--- src/rtl/tsense_pkg.sv ---
package tsense_pkg;

    typedef enum logic [3:0] {
        S_IDLE      = 4'd0,
        S_RST_ISSUE = 4'd1,
        S_RST_WAIT  = 4'd2,
        S_TX_ISSUE  = 4'd3,
        S_TX_WAIT   = 4'd4,
        S_CONV_WAIT = 4'd5,
        S_RX_ISSUE  = 4'd6,
        S_RX_WAIT   = 4'd7,
        S_STORE     = 4'd8
    } seq_state_t;

    typedef enum logic [1:0] {
        OP_RESET = 2'b00,
        OP_WRITE = 2'b01,
        OP_READ  = 2'b10
    } bus_op_t;

    localparam logic [7:0] CMD_SELECT  = 8'h55;
    localparam logic [7:0] CMD_CONVERT = 8'h44;
    localparam logic [7:0] CMD_FETCH   = 8'hBE;

endpackage

--- src/rtl/tsense_conv_timer.sv ---
module tsense_conv_timer #(
    parameter int CLK_KHZ = 50000
) (
    input  logic       clk,
    input  logic       rst_n,
    input  logic       load,
    input  logic [1:0] res,
    output logic       expired
);
    localparam int BASE   = CLK_KHZ * 375 / 4;
    localparam int MAXC   = BASE * 8;
    localparam int W      = $clog2(MAXC + 1);
    localparam logic [W-1:0] BASE_W = W'(BASE);
    localparam logic [W-1:0] MAX_W  = W'(MAXC);

    logic [W-1:0] cnt_q;
    logic         running_q;

    assign expired = running_q && (cnt_q == '0);

    always_ff @(posedge clk or negedge rst_n) begin
        if (!rst_n) begin
            cnt_q     <= '0;
            running_q <= 1'b0;
        end else if (load) begin
            cnt_q     <= (BASE_W << res) - W'(1);
            running_q <= 1'b1;
        end else if (running_q) begin
            if (cnt_q == '0) running_q <= 1'b0;
            else             cnt_q     <= cnt_q - W'(1);
        end
    end

    // count never exceeds the longest (12-bit) delay
    assert_cnt_in_range_R5: assert property (@(posedge clk) disable iff (!rst_n)
        running_q |-> (cnt_q < MAX_W));
    // expiry is a single-cycle event
    assert_expire_once_R5: assert property (@(posedge clk) disable iff (!rst_n)
        expired |=> !expired);
endmodule

--- src/rtl/tsense_frame_mux.sv ---
module tsense_frame_mux #(
    parameter int ID_BITS = 64,
    parameter int IDX_W   = 7
) (
    input  logic [ID_BITS-1:0] id,
    input  logic               read_phase,
    input  logic [IDX_W-1:0]   idx,
    output logic               bit_out
);
    import tsense_pkg::*;
    localparam int FRAME_BITS = 8 + ID_BITS + 8;

    logic [7:0]            cmd;
    logic [FRAME_BITS-1:0] frame;

    assign cmd     = read_phase ? CMD_FETCH : CMD_CONVERT;
    assign frame   = {cmd, id, CMD_SELECT};
    assign bit_out = frame[idx];

    // index always lands inside the frame
    always_comb begin
        assert_idx_in_frame_R3: assert (int'(idx) < FRAME_BITS);
    end
endmodule

--- src/rtl/tsense_read_shift.sv ---
module tsense_read_shift #(
    parameter int WIDTH = 16
) (
    input  logic             clk,
    input  logic             rst_n,
    input  logic             shift_en,
    input  logic             bit_in,
    output logic [WIDTH-1:0] value
);
    always_ff @(posedge clk or negedge rst_n) begin
        if (!rst_n)        value <= '0;
        else if (shift_en) value <= {bit_in, value[WIDTH-1:1]};
    end

    // value moves only when a read bit arrives
    assert_hold_R8: assert property (@(posedge clk) disable iff (!rst_n)
        !shift_en |=> $stable(value));
endmodule

--- src/rtl/tsense_sequencer.sv ---
module tsense_sequencer #(
    parameter int CLK_KHZ   = 50000,
    parameter int ID_BITS   = 64,
    parameter int READ_BITS = 16
) (
    input  logic                 clk,
    input  logic                 rst_n,
    input  logic                 start,
    input  logic [ID_BITS-1:0]   dev_id,
    input  logic [1:0]           res_sel,
    input  logic                 eng_done,
    input  logic                 eng_rbit,
    output logic                 eng_req,
    output logic [1:0]           eng_op,
    output logic                 eng_wbit,
    output logic [READ_BITS-1:0] reading,
    output logic                 ram_we,
    output logic                 presence_err
);
    import tsense_pkg::*;

    localparam int FRAME_BITS = 8 + ID_BITS + 8;
    localparam int CNT_W      = $clog2(FRAME_BITS);
    localparam logic [CNT_W-1:0] TX_LAST = CNT_W'(FRAME_BITS - 1);
    localparam logic [CNT_W-1:0] RX_LAST = CNT_W'(READ_BITS - 1);

    seq_state_t           state_q, state_d;
    logic                 phase_q;
    logic [CNT_W-1:0]     bitcnt_q;
    logic [ID_BITS-1:0]   id_q;
    logic [1:0]           res_q;
    logic                 err_q;
    logic                 tx_last, rx_last;
    logic                 conv_load, conv_expired;
    logic                 frame_bit, rx_shift;
    bus_op_t              op_c;

    assign tx_last = (bitcnt_q == TX_LAST);
    assign rx_last = (bitcnt_q == RX_LAST);

    // next-state logic
    always_comb begin
        state_d = state_q;
        unique case (state_q)
            S_IDLE:      if (start) state_d = S_RST_ISSUE;
            S_RST_ISSUE: state_d = S_RST_WAIT;
            S_RST_WAIT:  if (eng_done) state_d = eng_rbit ? S_TX_ISSUE : S_IDLE;
            S_TX_ISSUE:  state_d = S_TX_WAIT;
            S_TX_WAIT:   if (eng_done) begin
                             if (!tx_last)     state_d = S_TX_ISSUE;
                             else if (phase_q) state_d = S_RX_ISSUE;
                             else              state_d = S_CONV_WAIT;
                         end
            S_CONV_WAIT: if (conv_expired) state_d = S_RST_ISSUE;
            S_RX_ISSUE:  state_d = S_RX_WAIT;
            S_RX_WAIT:   if (eng_done) state_d = rx_last ? S_STORE : S_RX_ISSUE;
            S_STORE:     state_d = S_IDLE;
            default:     state_d = S_IDLE;
        endcase
    end

    // state register
    always_ff @(posedge clk or negedge rst_n) begin
        if (!rst_n) state_q <= S_IDLE;
        else        state_q <= state_d;
    end

    // transaction context
    always_ff @(posedge clk or negedge rst_n) begin
        if (!rst_n) begin
            phase_q  <= 1'b0;
            bitcnt_q <= '0;
            id_q     <= '0;
            res_q    <= 2'd0;
            err_q    <= 1'b0;
        end else begin
            if (state_q == S_IDLE && start) begin
                phase_q <= 1'b0;
                id_q    <= dev_id;
                res_q   <= res_sel;
                err_q   <= 1'b0;
            end
            if (state_q == S_RST_WAIT && eng_done) begin
                bitcnt_q <= '0;
                if (!eng_rbit) err_q <= 1'b1;
            end
            if (state_q == S_TX_WAIT && eng_done)
                bitcnt_q <= tx_last ? '0 : bitcnt_q + CNT_W'(1);
            if (state_q == S_RX_WAIT && eng_done)
                bitcnt_q <= bitcnt_q + CNT_W'(1);
            if (state_q == S_CONV_WAIT && conv_expired)
                phase_q <= 1'b1;
        end
    end

    // outputs
    always_comb begin
        eng_req = 1'b0;
        op_c    = OP_RESET;
        eng_wbit = 1'b0;
        ram_we  = 1'b0;
        unique case (state_q)
            S_RST_ISSUE: eng_req = 1'b1;
            S_TX_ISSUE:  begin eng_req = 1'b1; op_c = OP_WRITE; eng_wbit = frame_bit; end
            S_TX_WAIT:   op_c = OP_WRITE;
            S_RX_ISSUE:  begin eng_req = 1'b1; op_c = OP_READ; end
            S_RX_WAIT:   op_c = OP_READ;
            S_STORE:     ram_we = 1'b1;
            default:     op_c = OP_RESET;
        endcase
    end

    assign eng_op       = op_c;
    assign presence_err = err_q;
    assign conv_load    = (state_q == S_TX_WAIT) && eng_done && tx_last && !phase_q;
    assign rx_shift     = (state_q == S_RX_WAIT) && eng_done;

    tsense_conv_timer #(.CLK_KHZ(CLK_KHZ)) u_timer (
        .clk(clk), .rst_n(rst_n), .load(conv_load), .res(res_q), .expired(conv_expired)
    );

    tsense_frame_mux #(.ID_BITS(ID_BITS), .IDX_W(CNT_W)) u_frame (
        .id(id_q), .read_phase(phase_q), .idx(bitcnt_q), .bit_out(frame_bit)
    );

    tsense_read_shift #(.WIDTH(READ_BITS)) u_rx (
        .clk(clk), .rst_n(rst_n), .shift_en(rx_shift), .bit_in(eng_rbit), .value(reading)
    );

    // request is a single-cycle pulse
    assert_req_pulse_R10: assert property (@(posedge clk) disable iff (!rst_n)
        eng_req |=> !eng_req);
    // store strobe is a single-cycle pulse
    assert_we_pulse_R7: assert property (@(posedge clk) disable iff (!rst_n)
        ram_we |=> !ram_we);
    // store strobe follows a completed read slot
    assert_we_after_read_R7: assert property (@(posedge clk) disable iff (!rst_n)
        ram_we |-> ($past(eng_done) && $past(eng_op) == 2'b10));
    // error only rises after a reset answered without presence
    assert_err_cause_R8: assert property (@(posedge clk) disable iff (!rst_n)
        $rose(presence_err) |-> $past(eng_done && !eng_rbit && eng_op == 2'b00));
    // no store while the error flag is up
    assert_no_we_on_err_R8: assert property (@(posedge clk) disable iff (!rst_n)
        presence_err |-> !ram_we);
endmodule

--- config.mk ---
export PLATFORM = sky130hd
export DESIGN_NAME = tsense_sequencer
export DESIGN_NICKNAME = d
export VERILOG_FILES = /design/src/rtl/tsense_pkg.sv /design/src/rtl/tsense_conv_timer.sv /design/src/rtl/tsense_frame_mux.sv /design/src/rtl/tsense_read_shift.sv /design/src/rtl/tsense_sequencer.sv
export SDC_FILE = /design/constraint.sdc
export NUM_CORES = 1
export LEC_CHECK = 0
export ABC_AREA = 1
export BUFFER_PORTS_ARGS = -buffer_cell sky130_fd_sc_hd__buf_2
export CAP_MARGIN = 30
export CELL_PAD_IN_SITES_DETAIL_PLACEMENT = 1
export CELL_PAD_IN_SITES_GLOBAL_PLACEMENT = 2
export CORE_UTILIZATION = 38
export DETAILED_ROUTE_END_ITERATION = 16
export PLACE_DENSITY = 0.94
export SYNTH_ARGS = -nofsm -noshare
export SYNTH_HDL_FRONTEND = slang
export SYNTH_HIERARCHICAL = 1
export SYNTH_SLANG_ARGS = --single-unit
--- constraint.sdc ---
create_clock -name clk -period 4.95 [get_ports clk]
set_input_delay 0.2475 -clock clk [delete_from_list [all_inputs] [get_ports clk]]
set_output_delay 0.2475 -clock clk [all_outputs]
set_load 0.05 [all_outputs]
==> results of run 1 <==
layout by cell type, fill, tap and decap left out, types with 2 or more instances in the layout:
master        n
nand3_2       2
mux2_4       29
clkbuf_8      2
bufinv_16     2
inv_6         2
xnor2_1       2
clkinv_2      2
nor2_4       14
o21ai_2       3
nor2_1       87
o221ai_1      2
mux2_2       37
nand4_1      13
o211ai_1      2
o21ai_1      12
buf_4        11
nand2_1     242
or2_1         5
clkbuf_16    17
clkinv_4      3
a21oi_1       5
buf_2        91
nand2_2      35
ha_1          8
clkinvlp_4    4
o21ai_0      18
nand3_1     116
inv_2        10
nor2_2       12
dfrtp_1     122
inv_1        81
nand2_4       5
xor2_1        4
nor3_1        5
cell families (layout without fill, tap and decap cells):
family / Yosys count / in the layout / share of synthesized area
adders and majority gates: 8 / 8 / 0.0133
xor gates and xnor gates: 6 / 6 / 0.00700
and+or+nand+nor: 541 / 541 / 0.340
AOI/OAI and AO/OA: 44 / 44 / 0.0333
muxes: 66 / 66 / 0.113
DFF: 122 / 122 / 0.406
buffers and inverters: 124 / 228 / 0.0866
worst paths after layout:
path,start,endpoint,slack [ns]
max,bitcnt_q[3],u_timer/cnt_q[14],1.17
min,dev_id[20],id_q[20],0.06
max reg2reg,bitcnt_q[3],u_timer/cnt_q[14],1.17
min reg2reg,u_rx/value[0],u_rx/value[0],0.48
max in group asynchronous,rst_n,id_q[2],3.56
min in group asynchronous,rst_n,id_q[20],0.35
repair_timing:
| item | CTS | global route |
|---|---|---|
| endpoints found under the hold margin | 39 | 0 |
| setup buffers | 0 | 0 |
| hold buffers | 1 | 0 |
metal layers:
metal  vias to the layer above  wire length (um)  GRT usage  part of all wire
met5                         -                 0          0                 0
met4                         0               380     0.0690             0.018
met3                        32               682     0.0434             0.032
met2                       115             10400      0.391              0.48
met1                      3168             10000      0.293              0.47
li1                       3105                 -          -                 -
worst max-delay path: cells and delay by family, from the launching register on:
family	cells	cell delay [ns]
buffers and inverters	3	0.77
AND/OR/NAND/NOR	13	2.04
adder cells (fa/ha/maj)	1	0.27
flip-flops	1	0.59
per-stage QoR:
step,power [W],std cells
after detailed placement,0.00313,1247
after global placement,0.00307,1247
after CTS,0.00446,1280
after global routing,0.00468,1280
after floorplan,0.00280,911
final,0.00441,1280
layout make-up:
type	count	area (um^2)	share of cell area
clock inverter	13	144	0.0165
clock buffer	19	453	0.0521
tap	265	332	0.0381
multi-input combinational	665	3810	0.438
inverter	93	359	0.0413
sequential	122	3050	0.351
timing repair buffer	103	548	0.0630
flip-flops by register name, indices dropped and copies added, names as in the netlist:
signal / count
u_rx/value: 16
u_timer/running_q: 1
phase_q: 1
res_q: 2
bitcnt_q: 7
u_timer/cnt_q: 26
state_q: 4
id_q: 64
presence_err: 1
Yosys cell counts (4+ instances only):
| library cell | n |
|---|---|
| nor2_4 | 14 |
| inv_1 | 81 |
| xor2_1 | 4 |
| dfrtp_1 | 122 |
| nor3_1 | 5 |
| mux2_2 | 37 |
| nand2_2 | 35 |
| nor2_1 | 88 |
| o21ai_1 | 12 |
| nor2_2 | 11 |
| mux2_4 | 29 |
| a21oi_1 | 5 |
| buf_12 | 4 |
| buf_2 | 10 |
| nand4_1 | 13 |
| ha_1 | 8 |
| nand2_4 | 5 |
| o21ai_0 | 18 |
| inv_2 | 10 |
| nand2_1 | 242 |
| or2_1 | 5 |
| nand3_1 | 116 |
| buf_4 | 6 |
| buf_6 | 7 |
power by group through the flow:
stage                     Combinational, W  Sequential [W]  Clock, W
final                              0.00162         0.00152   0.00127
after global routing               0.00178         0.00156   0.00133
after detailed placement           0.00160         0.00153         0
after floorplan                    0.00129         0.00151         0
after CTS                          0.00163         0.00152   0.00130
after global placement             0.00156         0.00151         0
==> results.sh, run 1 <==
export IMPL_ys_async_sr_fraction=1.00
export IMPL_cts_root_buf="clkbuf_16"
export IMPL_cp_arrival_ns=4.10
export IMPL_core_area_um2=19400
export IMPL_cpMaxStageDelayCell="dfrtp_1"
export IMPL_period_needed_ns=3.78
export IMPL_final_area_um2=8700
export IMPL_relSlewSlack=0.374
export IMPL_wl_um=21500
export IMPL_grt_max_degree=45
export IMPL_yosysWarnings=6
export IMPL_die_area_um2=20300
export IMPL_hold_worst_slack_ns=0.0564
export IMPL_fmax_ghz=0.264
export IMPL_setup_viol=0
export IMPL_grt_antenna_before_repair=0
export IMPL_final_max_slew_viol_count=0
export IMPL_worst_setup_path_type="register to register"
export IMPL_sw_frac_of_total=0.368
export IMPL_required_ns=5.26
export IMPL_pwr_share_comb=0.368
export IMPL_final_setup_worst_slack_ns=1.17
export IMPL_antenna_left=0
export IMPL_start_util=0.387
export IMPL_wl_per_cell_um=16.8
export IMPL_grt_usage=0.229
export IMPL_leakage_nw=4.52
export IMPL_syn_to_final_growth_pct=15.8
export IMPL_synthCells=911
export IMPL_cpPeakStageDelay_ns=0.59
export IMPL_max_cap_violations=0
export IMPL_fin_crit_sh=0.764
export IMPL_power_switching_w=0.00162
export IMPL_r2r_cells=17
export IMPL_setup_tns_ns=0
export IMPL_end_kind="register"
export IMPL_fin_util=0.448
export IMPL_diodes=0
export IMPL_first_global_vias=6889
export IMPL_die_h_um=143
export IMPL_finClkSkew_ns=0.00882
export IMPL_vdd_drop_max_v=0.000264
export IMPL_dp_slack_ns=1.20
export IMPL_clock_power_share=0.287
export IMPL_post_dp_hpwl_um=15000
export IMPL_drc=0
export IMPL_cts_buffers=17
export IMPL_start_kind="register"
export IMPL_cts_max_level=4
export IMPL_clkLatencyLatePin_ns=0.42
export IMPL_n_fill_cell=2420
export IMPL_dr_pass1_iters=4
export IMPL_die_w_um=143
export IMPL_layout_drive_gt1_share=0.284
export IMPL_place_area_um2=8090
export IMPL_cts_tree="built"
export IMPL_rsz0062_at_grt="false"
export IMPL_rows=51
export IMPL_path_max_fanout=43
export IMPL_hold_path_cell_count=2
export IMPL_viasPerCell=5.02
export IMPL_p_int_w=0.00279
export IMPL_synthesis_nets=990
export IMPL_min_path_type="input port to register"
export IMPL_grt_pass1_wl_um=36100
export IMPL_synth_area_leader_cell="dfrtp_1"
export IMPL_hold_violations=0
export IMPL_synth_area_top_cells="dfrtp_1 41%, nand2_1 12%, nand3_1 7.7%"
export IMPL_crit_chain="nand3_1 > nor2_1 > nand2_1 > nor2_2 > buf_4 > inv_2 > nand2_1 > ha_1 > nand3_1 > nor2_4 > nand2_1 > nand2_1 > inv_2 > nor2_2 > nand2_1 > nand2_1 > nand2_1"
export IMPL_synth_top_area_frac=0.406
export IMPL_synth_cell_types=40
export IMPL_numClockSinks=122
export IMPL_ys_ff_latch=122
export IMPL_crit_top_cell="nand2_1"
export IMPL_overflow=0
export IMPL_synth_edff_count=0
export IMPL_vias=6420
export IMPL_ctsResizeCount=0
export IMPL_status="finished clean"
export IMPL_yosys_most_used_dff="dfrtp_1"
export IMPL_port_buffers=92
export IMPL_clkTransAtPathRegs_ns=0.06
export IMPL_drt_iter0_drc=321
export IMPL_pwr_share_seq=0.345
export IMPL_ioPinCount=93
export IMPL_syn_area_um2=7510
export IMPL_synth_seq_area_share=0.406
export IMPL_cts_buffer_depth=2
export IMPL_fin_nets=1081
export IMPL_syn_area_per_cell_um2=8.25
export IMPL_gp_congestion=0.843
export IMPL_worst_pin_slew_ns=0.937
export IMPL_power_density_nw_per_um2=507
Power figures use the tool's default switching activity.
==> run 2: changes to the inputs <==
--- a/config.mk
+++ b/config.mk
@@ -5,14 +5,14 @@
 export SDC_FILE = /design/constraint.sdc
 export NUM_CORES = 1
 export LEC_CHECK = 0
-export ABC_AREA = 1
+export ABC_AREA = 0
 export BUFFER_PORTS_ARGS = -buffer_cell sky130_fd_sc_hd__buf_2
 export CAP_MARGIN = 30
 export CELL_PAD_IN_SITES_DETAIL_PLACEMENT = 1
 export CELL_PAD_IN_SITES_GLOBAL_PLACEMENT = 2
-export CORE_UTILIZATION = 38
+export CORE_UTILIZATION = 39
 export DETAILED_ROUTE_END_ITERATION = 16
-export PLACE_DENSITY = 0.94
+export PLACE_DENSITY = 0.89
 export SYNTH_ARGS = -nofsm -noshare
 export SYNTH_HDL_FRONTEND = slang
 export SYNTH_HIERARCHICAL = 1
==> constraint.sdc (replaced) <==
create_clock -name clk -period 3.5 [get_ports clk]
set_input_delay 0.175 -clock clk [delete_from_list [all_inputs] [get_ports clk]]
set_output_delay 0.175 -clock clk [all_outputs]
set_load 0.05 [all_outputs]
==> run 2 against run 1 <==
Against the previous run:
- critical path depth decreased by 7
- final cell count decreased by 24%
- sequential share of layout area decreased by 0.19 points
- wire length decreased by 4.9%
- total power increased by 55%
- first-iteration DRC count decreased by 22%
- largest cell class unchanged
- highest routed layer unchanged
==> results.sh, run 2 <==
export IMPL_yosysWarnings=6
export IMPL_cp_arrival_ns=3.59
export IMPL_n_fill_cell=1760
export IMPL_rows=47
export IMPL_post_dp_hpwl_um=11900
export IMPL_die_area_um2=17700
export IMPL_worst_pin_slew_ns=0.925
export IMPL_synth_common_cells="122 x dfrtp_1, 73 x mux2_2, 33 x nor2_1"
export IMPL_port_buffers=92
export IMPL_synth_area_leader_cell="dfrtp_1"
export IMPL_required_ns=3.81
export IMPL_vdd_drop_max_v=0.000400
export IMPL_syn_area_per_cell_um2=11.7
export IMPL_setup_viol=0
export IMPL_final_cell_mix="122 x dfrtp_1, 91 x buf_2, 73 x mux2_2"
export IMPL_start_util=0.402
export IMPL_drt_iter0_drc=250
export IMPL_syn_area_um2=6680
export IMPL_cts_buffers=17
export IMPL_ys_async_sr_fraction=1.00
export IMPL_grt_antenna_before_repair=0
export IMPL_finClkSkew_ns=0.0115
export IMPL_grt_usage=0.245
export IMPL_cts_max_level=4
export IMPL_crit_chain="ha_1 > and3_1 > nand3_1 > nor4_4 > nand2b_1 > or4b_2 > o31a_1 > nor4b_2 > nand3b_1 > a22o_1"
export IMPL_yosys_most_used_dff="dfrtp_1"
export IMPL_fin_crit_sh=0.937
export IMPL_cpPeakStageDelay_ns=0.69
export IMPL_wl_per_cell_um=21.1
export IMPL_leakage_nw=3.78
export IMPL_largest_register_ffs=64
export IMPL_final_max_slew_viol_count=0
export IMPL_max_cap_violations=0
export IMPL_status="finished clean"
export IMPL_power_density_nw_per_um2=782
export IMPL_synth_top_area_frac=0.457
export IMPL_die_h_um=133
export IMPL_synth_area_top_cells="dfrtp_1 46%, mux2_2 12%, xnor2_1 3.3%"
export IMPL_setup_tns_ns=0
export IMPL_overflow=0
export IMPL_wl_um=20500
export IMPL_relSlewSlack=0.383
export IMPL_hold_worst_slack_ns=0.0154
export IMPL_path_max_fanout=10
export IMPL_syn_to_final_growth_pct=30.9
export IMPL_yosysMostFrequentCell="dfrtp_1"
export IMPL_die_w_um=133
export IMPL_core_area_um2=16600
export IMPL_end_kind="register"
export IMPL_viasPerCell=5.54
export IMPL_cts_root_buf="clkbuf_16"
export IMPL_ys_ff_latch=122
export IMPL_clkLatencyLatePin_ns=0.43
export IMPL_synth_cell_types=71
export IMPL_rsz0062_at_grt="false"
export IMPL_ioPinCount=93
export IMPL_largest_register="id_q"
export IMPL_layout_drive_gt1_share=0.353
export IMPL_diodes=0
export IMPL_drc=0
export IMPL_start_kind="register"
export IMPL_reg_top3="id_q (64), u_timer/cnt_q (26), u_rx/value (16)"
export IMPL_vias=5384
export IMPL_r2r_cells=10
export IMPL_period_needed_ns=3.28
export IMPL_first_global_vias=6089
export IMPL_synthCells=571
export IMPL_synthesis_nets=650
export IMPL_cpMaxStageDelayCell="or4b_2"
export IMPL_synth_edff_count=0
export IMPL_antenna_left=0
export IMPL_grt_pass1_wl_um=33300
export IMPL_worst_setup_path_type="register to register"
export IMPL_hold_path_cell_count=2
export IMPL_gp_congestion=0.826
export IMPL_dr_pass1_iters=4
export IMPL_min_path_type="input port to register"
export IMPL_synth_seq_area_share=0.457
export IMPL_numClockSinks=122
export IMPL_grt_max_degree=69
export IMPL_cts_tree="built"
export IMPL_fin_nets=817
export IMPL_final_common_cell="dfrtp_1"
export IMPL_cts_buffer_depth=2
export IMPL_hold_violations=0
export IMPL_clkTransAtPathRegs_ns=0.06
export IMPL_fmax_ghz=0.305
## run 2: cell count changes in the layout (fill, tap and decap cells not counted), sizes merged, moves of 23 or more
cell / before / now
nand2: 283 / 24
dlygate4sd3: 1 / 65
nand3: 119 / 9
inv: 95 / 24
xnor2: 2 / 25
nor2: 114 / 33
## run 2: cells by family (layout without fill, tap and decap cells)
group,after synthesis,in the layout,synth area share
XOR/XNOR,29,29,0.0380
AND/OR/NAND/NOR,155,155,0.129
AO/OA/AOI/OAI,95,95,0.100
flip-flops,122,122,0.457
buffers and inverters,48,228,0.0389
multiplexers,114,114,0.223
adder cells (fa/ha/maj),8,8,0.0150
## run 2: layout make-up
class | count | area, um^2 | area share
repair buffers | 182 | 1300 | 0.149
well taps | 220 | 275 | 0.0315
clock inverters | 14 | 171 | 0.0196
inverters | 14 | 52.6 | 0.00601
multi-input cells | 401 | 3450 | 0.395
clock buffers | 18 | 439 | 0.0502
flip-flops and latches | 122 | 3050 | 0.349
## run 2: per-layer routing
metal | global-route usage | wire [um] | share of wire | up-vias
li1 | - | - | - | 2443
met1 | 0.285 | 8510 | 0.42 | 2750
met2 | 0.433 | 10700 | 0.52 | 151
met3 | 0.0521 | 734 | 0.036 | 40
met4 | 0.105 | 546 | 0.027 | 0
met5 | 0 | 0 | 0 | -
## run 2: final timing paths
kind	start	to	slack, ns
worst min-delay path	dev_id[3]	id_q[3]	0.02
worst max register to register	bitcnt_q[0]	u_timer/cnt_q[25]	0.22
min in group asynchronous	rst_n	u_timer/cnt_q[12]	0.42
worst min register to register	id_q[8]	id_q[8]	0.50
worst max-delay path	bitcnt_q[0]	u_timer/cnt_q[25]	0.22
max in group asynchronous	rst_n	u_timer/cnt_q[6]	2.09
## run 2: repair_timing
| item | CTS | global route |
|---|---|---|
| setup endpoints to repair | 0 | 8 |
| endpoints found under the hold margin | 129 | 1 |
| buffers inserted | 0 | 1 |
| gates resized for setup | 0 | 1 |
| hold buffers | 64 | 1 |
## run 2: through the flow
step / worst slack (ns) / cells / instance area [um^2] / utilization / power [W]
after global routing: 0.0277 / 971 / 8750 / 0.526 / 0.00717
after detailed placement: 0.157 / 873 / 7470 / 0.449 / 0.00474
after CTS: 0.0915 / 969 / 8720 / 0.524 / 0.00671
after global placement: 0.322 / 873 / 7470 / 0.449 / 0.00458
after floorplan: 0.0949 / 571 / 6760 / - / 0.00410
final: 0.220 / 971 / 8750 / 0.526 / 0.00684
## run 2: where the power goes
| group | internal [W] | switching, W |
|---|---|---|
| logic | 0.00125 | 0.00137 |
| registers | 0.00193 | 0.000416 |
| clock network | 0.00110 | 0.000777 |
| total | 0.00427 | 0.00256 |
## run 2: critical path: cells and delay by family (launching register included)
family | cells | cell delay (ns)
and+or+nand+nor | 7 | 2.10
AOI/OAI and AO/OA | 2 | 0.48
DFF | 1 | 0.36
adders and majority gates | 1 | 0.22
==> run 3: changes to the inputs <==
--- a/config.mk
+++ b/config.mk
@@ -10,10 +10,9 @@
 export CAP_MARGIN = 30
 export CELL_PAD_IN_SITES_DETAIL_PLACEMENT = 1
 export CELL_PAD_IN_SITES_GLOBAL_PLACEMENT = 2
-export CORE_UTILIZATION = 39
+export CORE_UTILIZATION = 38
 export DETAILED_ROUTE_END_ITERATION = 16
-export PLACE_DENSITY = 0.89
+export PLACE_DENSITY = 0.87
 export SYNTH_ARGS = -nofsm -noshare
 export SYNTH_HDL_FRONTEND = slang
-export SYNTH_HIERARCHICAL = 1
 export SYNTH_SLANG_ARGS = --single-unit
==> run 3 against run 2 <==
Against the previous run:
- critical path depth grew 1
- wire length shrank 16%
- global-route usage shrank 2.7 points
- design area shrank 6.0%
- sequential cell count is the same
- critical endpoint is now u_timer.cnt_q[20]
- highest routed layer unchanged
==> results.sh, run 3 <==
export IMPL_synth_seq_area_share=0.483
export IMPL_syn_to_final_growth_pct=30.2
export IMPL_start_kind="register"
export IMPL_cts_buffers=17
export IMPL_wl_per_cell_um=19.0
export IMPL_status="finished clean"
export IMPL_yosysMostFrequentCell="dfrtp_1"
export IMPL_critical_path_buf_inv_count=1
export IMPL_required_ns=3.83
export IMPL_diodes=0
export IMPL_drt_iter0_drc=227
export IMPL_antenna_left=0
export IMPL_yosysWarnings=0
export IMPL_cts_max_level=4
export IMPL_port_buffers=92
export IMPL_vdd_drop_max_v=0.000346
export IMPL_gp_congestion=0.836
export IMPL_worst_setup_path_type="register to register"
export IMPL_final_common_cell="dfrtp_1"
export IMPL_fin_nets=754
export IMPL_min_path_type="input port to register"
export IMPL_start_util=0.393
export IMPL_relSlewSlack=0.438
export IMPL_overflow=0
export IMPL_synthCells=524
export IMPL_synthesis_nets=603
export IMPL_post_dp_hpwl_um=10900
export IMPL_n_fill_cell=1682
export IMPL_multi_input_area_um2=3060
export IMPL_largest_register_ffs=64
export IMPL_setup_viol=0
export IMPL_grt_usage=0.218
export IMPL_grt_pass1_wl_um=28200
export IMPL_dp_slack_ns=0.370
export IMPL_synth_area_leader_cell="dfrtp_1"
export IMPL_rsz0062_at_grt="false"
export IMPL_ioPinCount=93
export IMPL_dr_pass1_iters=4
export IMPL_final_setup_worst_slack_ns=0.349
export IMPL_path_max_fanout=15
export IMPL_first_global_vias=5290
export IMPL_ys_async_sr_fraction=1.00
export IMPL_die_w_um=131
export IMPL_final_cell_mix="122 x dfrtp_1, 91 x buf_2, 85 x mux2_2"
export IMPL_crit_chain="or3b_4 > nor3_1 > buf_4 > nand2_1 > nand2_1 > ha_1 > nor3b_1 > and3_1 > o31ai_4 > or4_1 > a31oi_1"
export IMPL_cts_tree="built"
export IMPL_synth_top_area_frac=0.483
export IMPL_crit_top_cell="nand2_1"
export IMPL_max_cap_violations=0
export IMPL_end_kind="register"
export IMPL_power_density_nw_per_um2=713
export IMPL_setup_tns_ns=0
export IMPL_clkLatencyLatePin_ns=0.42
export IMPL_syn_area_um2=6320
export IMPL_core_area_um2=16100
export IMPL_numClockSinks=122
export IMPL_layout_drive_gt1_share=0.368
export IMPL_die_area_um2=17100
export IMPL_regArea_um2=3050
export IMPL_grt_max_degree=69
export IMPL_ys_ff_latch=122
export IMPL_grt_antenna_before_repair=0
export IMPL_critPathTopFamily="simple AND/OR/NAND/NOR gates"
export IMPL_yosys_most_used_dff="dfrtp_1"
export IMPL_rows=46
export IMPL_synth_area_top_cells="dfrtp_1 48%, mux2_2 15%, mux4_2 4.6%"
export IMPL_largest_register="id_q"
export IMPL_cp_arrival_ns=3.48
export IMPL_reg_top3="id_q (64), u_timer.cnt_q (26), u_rx.value (16)"
export IMPL_period_needed_ns=3.15
export IMPL_cts_root_buf="clkbuf_16"
export IMPL_die_h_um=131
export IMPL_synth_edff_count=0
export IMPL_fmax_ghz=0.317
export IMPL_cpMaxStageDelayCell="or4_1"
export IMPL_cts_buffer_depth=2
export IMPL_clkTransAtPathRegs_ns=0.06
export IMPL_synth_cell_types=69
export IMPL_viasPerCell=5.41
export IMPL_synth_common_cells="122 x dfrtp_1, 85 x mux2_2, 29 x nand2_1"
export IMPL_worst_pin_slew_ns=0.844
export IMPL_fin_crit_sh=0.900
export IMPL_wl_um=17200
export IMPL_leakage_nw=3.53
export IMPL_hold_violations=0
export IMPL_final_max_slew_viol_count=0
export IMPL_cpPeakStageDelay_ns=0.52
export IMPL_syn_area_per_cell_um2=12.1
export IMPL_drc=0
export IMPL_finClkSkew_ns=0.00987
export IMPL_vias=4893
## run 3: cell types whose count changed after synthesis, moves of 10 or more
cell,before,now
xnor2_1,25,3
mux2_2,73,85
nor2_1,33,13
a31oi_1,2,13
mux2_4,10,0
## run 3: per-layer routing
layer  part of all wire  track usage  vias up
met3              0.040       0.0529       25
li1                   -            -     2282
met2               0.51        0.371      105
met5                  0            0        -
met1               0.43        0.271     2481
met4              0.016       0.0757        0
## run 3: stage by stage
stage | power (W) | util | hold slack [ns] | instances | instance area [um^2]
after global placement | 0.00384 | 0.436 | 0.328 | 811 | 7000
after CTS | 0.00589 | 0.511 | 0.00169 | 903 | 8210
after floorplan | 0.00353 | - | -0.121 | 524 | 6320
after detailed placement | 0.00397 | 0.436 | 0.333 | 811 | 7000
final | 0.00586 | 0.512 | 0.00994 | 904 | 8220
after global routing | 0.00617 | 0.512 | 0.00622 | 904 | 8220
## run 3: where the power goes
| group | leakage (nW) | switching, W | total, W | internal [W] |
|---|---|---|---|---|
| sequential | 1.50 | 0.000247 | 0.00210 | 0.00185 |
| clock | 0.299 | 0.000708 | 0.00185 | 0.00114 |
| combinational | 1.73 | 0.000945 | 0.00192 | 0.000974 |
| total | 3.53 | 0.00190 | 0.00586 | 0.00396 |
## run 3: cells by family (layout without fill, tap and decap cells)
family                   after synthesis  count (layout)  synth area share
adder cells (fa/ha/maj)                8               8            0.0158
AO/OA/AOI/OAI                         95              95             0.109
multiplexers                         109             109             0.221
flip-flops                           122             122             0.483
buffers and inverters                 44             208            0.0323
AND/OR/NAND/NOR                      136             136             0.125
XOR/XNOR                              10              10            0.0139
## run 3: path summary, 6_finish.rpt
path / startpoint / end / slack [ns] / cells past startpoint
min in group asynchronous: rst_n / u_timer.cnt_q[6] / 0.39 / 2
worst max register to register: bitcnt_q[5] / u_timer.cnt_q[20] / 0.35 / 11
max in group asynchronous: rst_n / id_q[5] / 2.09 / 3
worst min-delay path: dev_id[61] / id_q[61] / 0.01 / 2
worst max-delay path: bitcnt_q[5] / u_timer.cnt_q[20] / 0.35 / 11
worst min register to register: id_q[58] / id_q[58] / 0.50 / 1
## run 3: worst reg2reg max path, cell delays in order (launching register included)
cell and delay (ns):
dfrtp_1 0.49, or3b_4 0.43, nor3_1 0.18, buf_4 0.16, nand2_1 0.14, nand2_1 0.12
ha_1 0.17, nor3b_1 0.23, and3_1 0.25, o31ai_4 0.19, or4_1 0.52, a31oi_1 0.19
## run 3: area by class of cell
type	count	area share
Timing Repair Buffer	167	0.145
Multi-Input combinational cell	358	0.372
Tap cell	216	0.0329
Clock inverter	14	0.0224
Clock buffer	18	0.0522
Sequential cell	122	0.371
Inverter	9	0.00411
## run 3: timing repair
item | 4_1_cts | 5_1_grt
hold buffers | 60 | 1
resized for setup | 0 | 0
buffers inserted | 0 | 0
hold endpoints to repair | 119 | 1
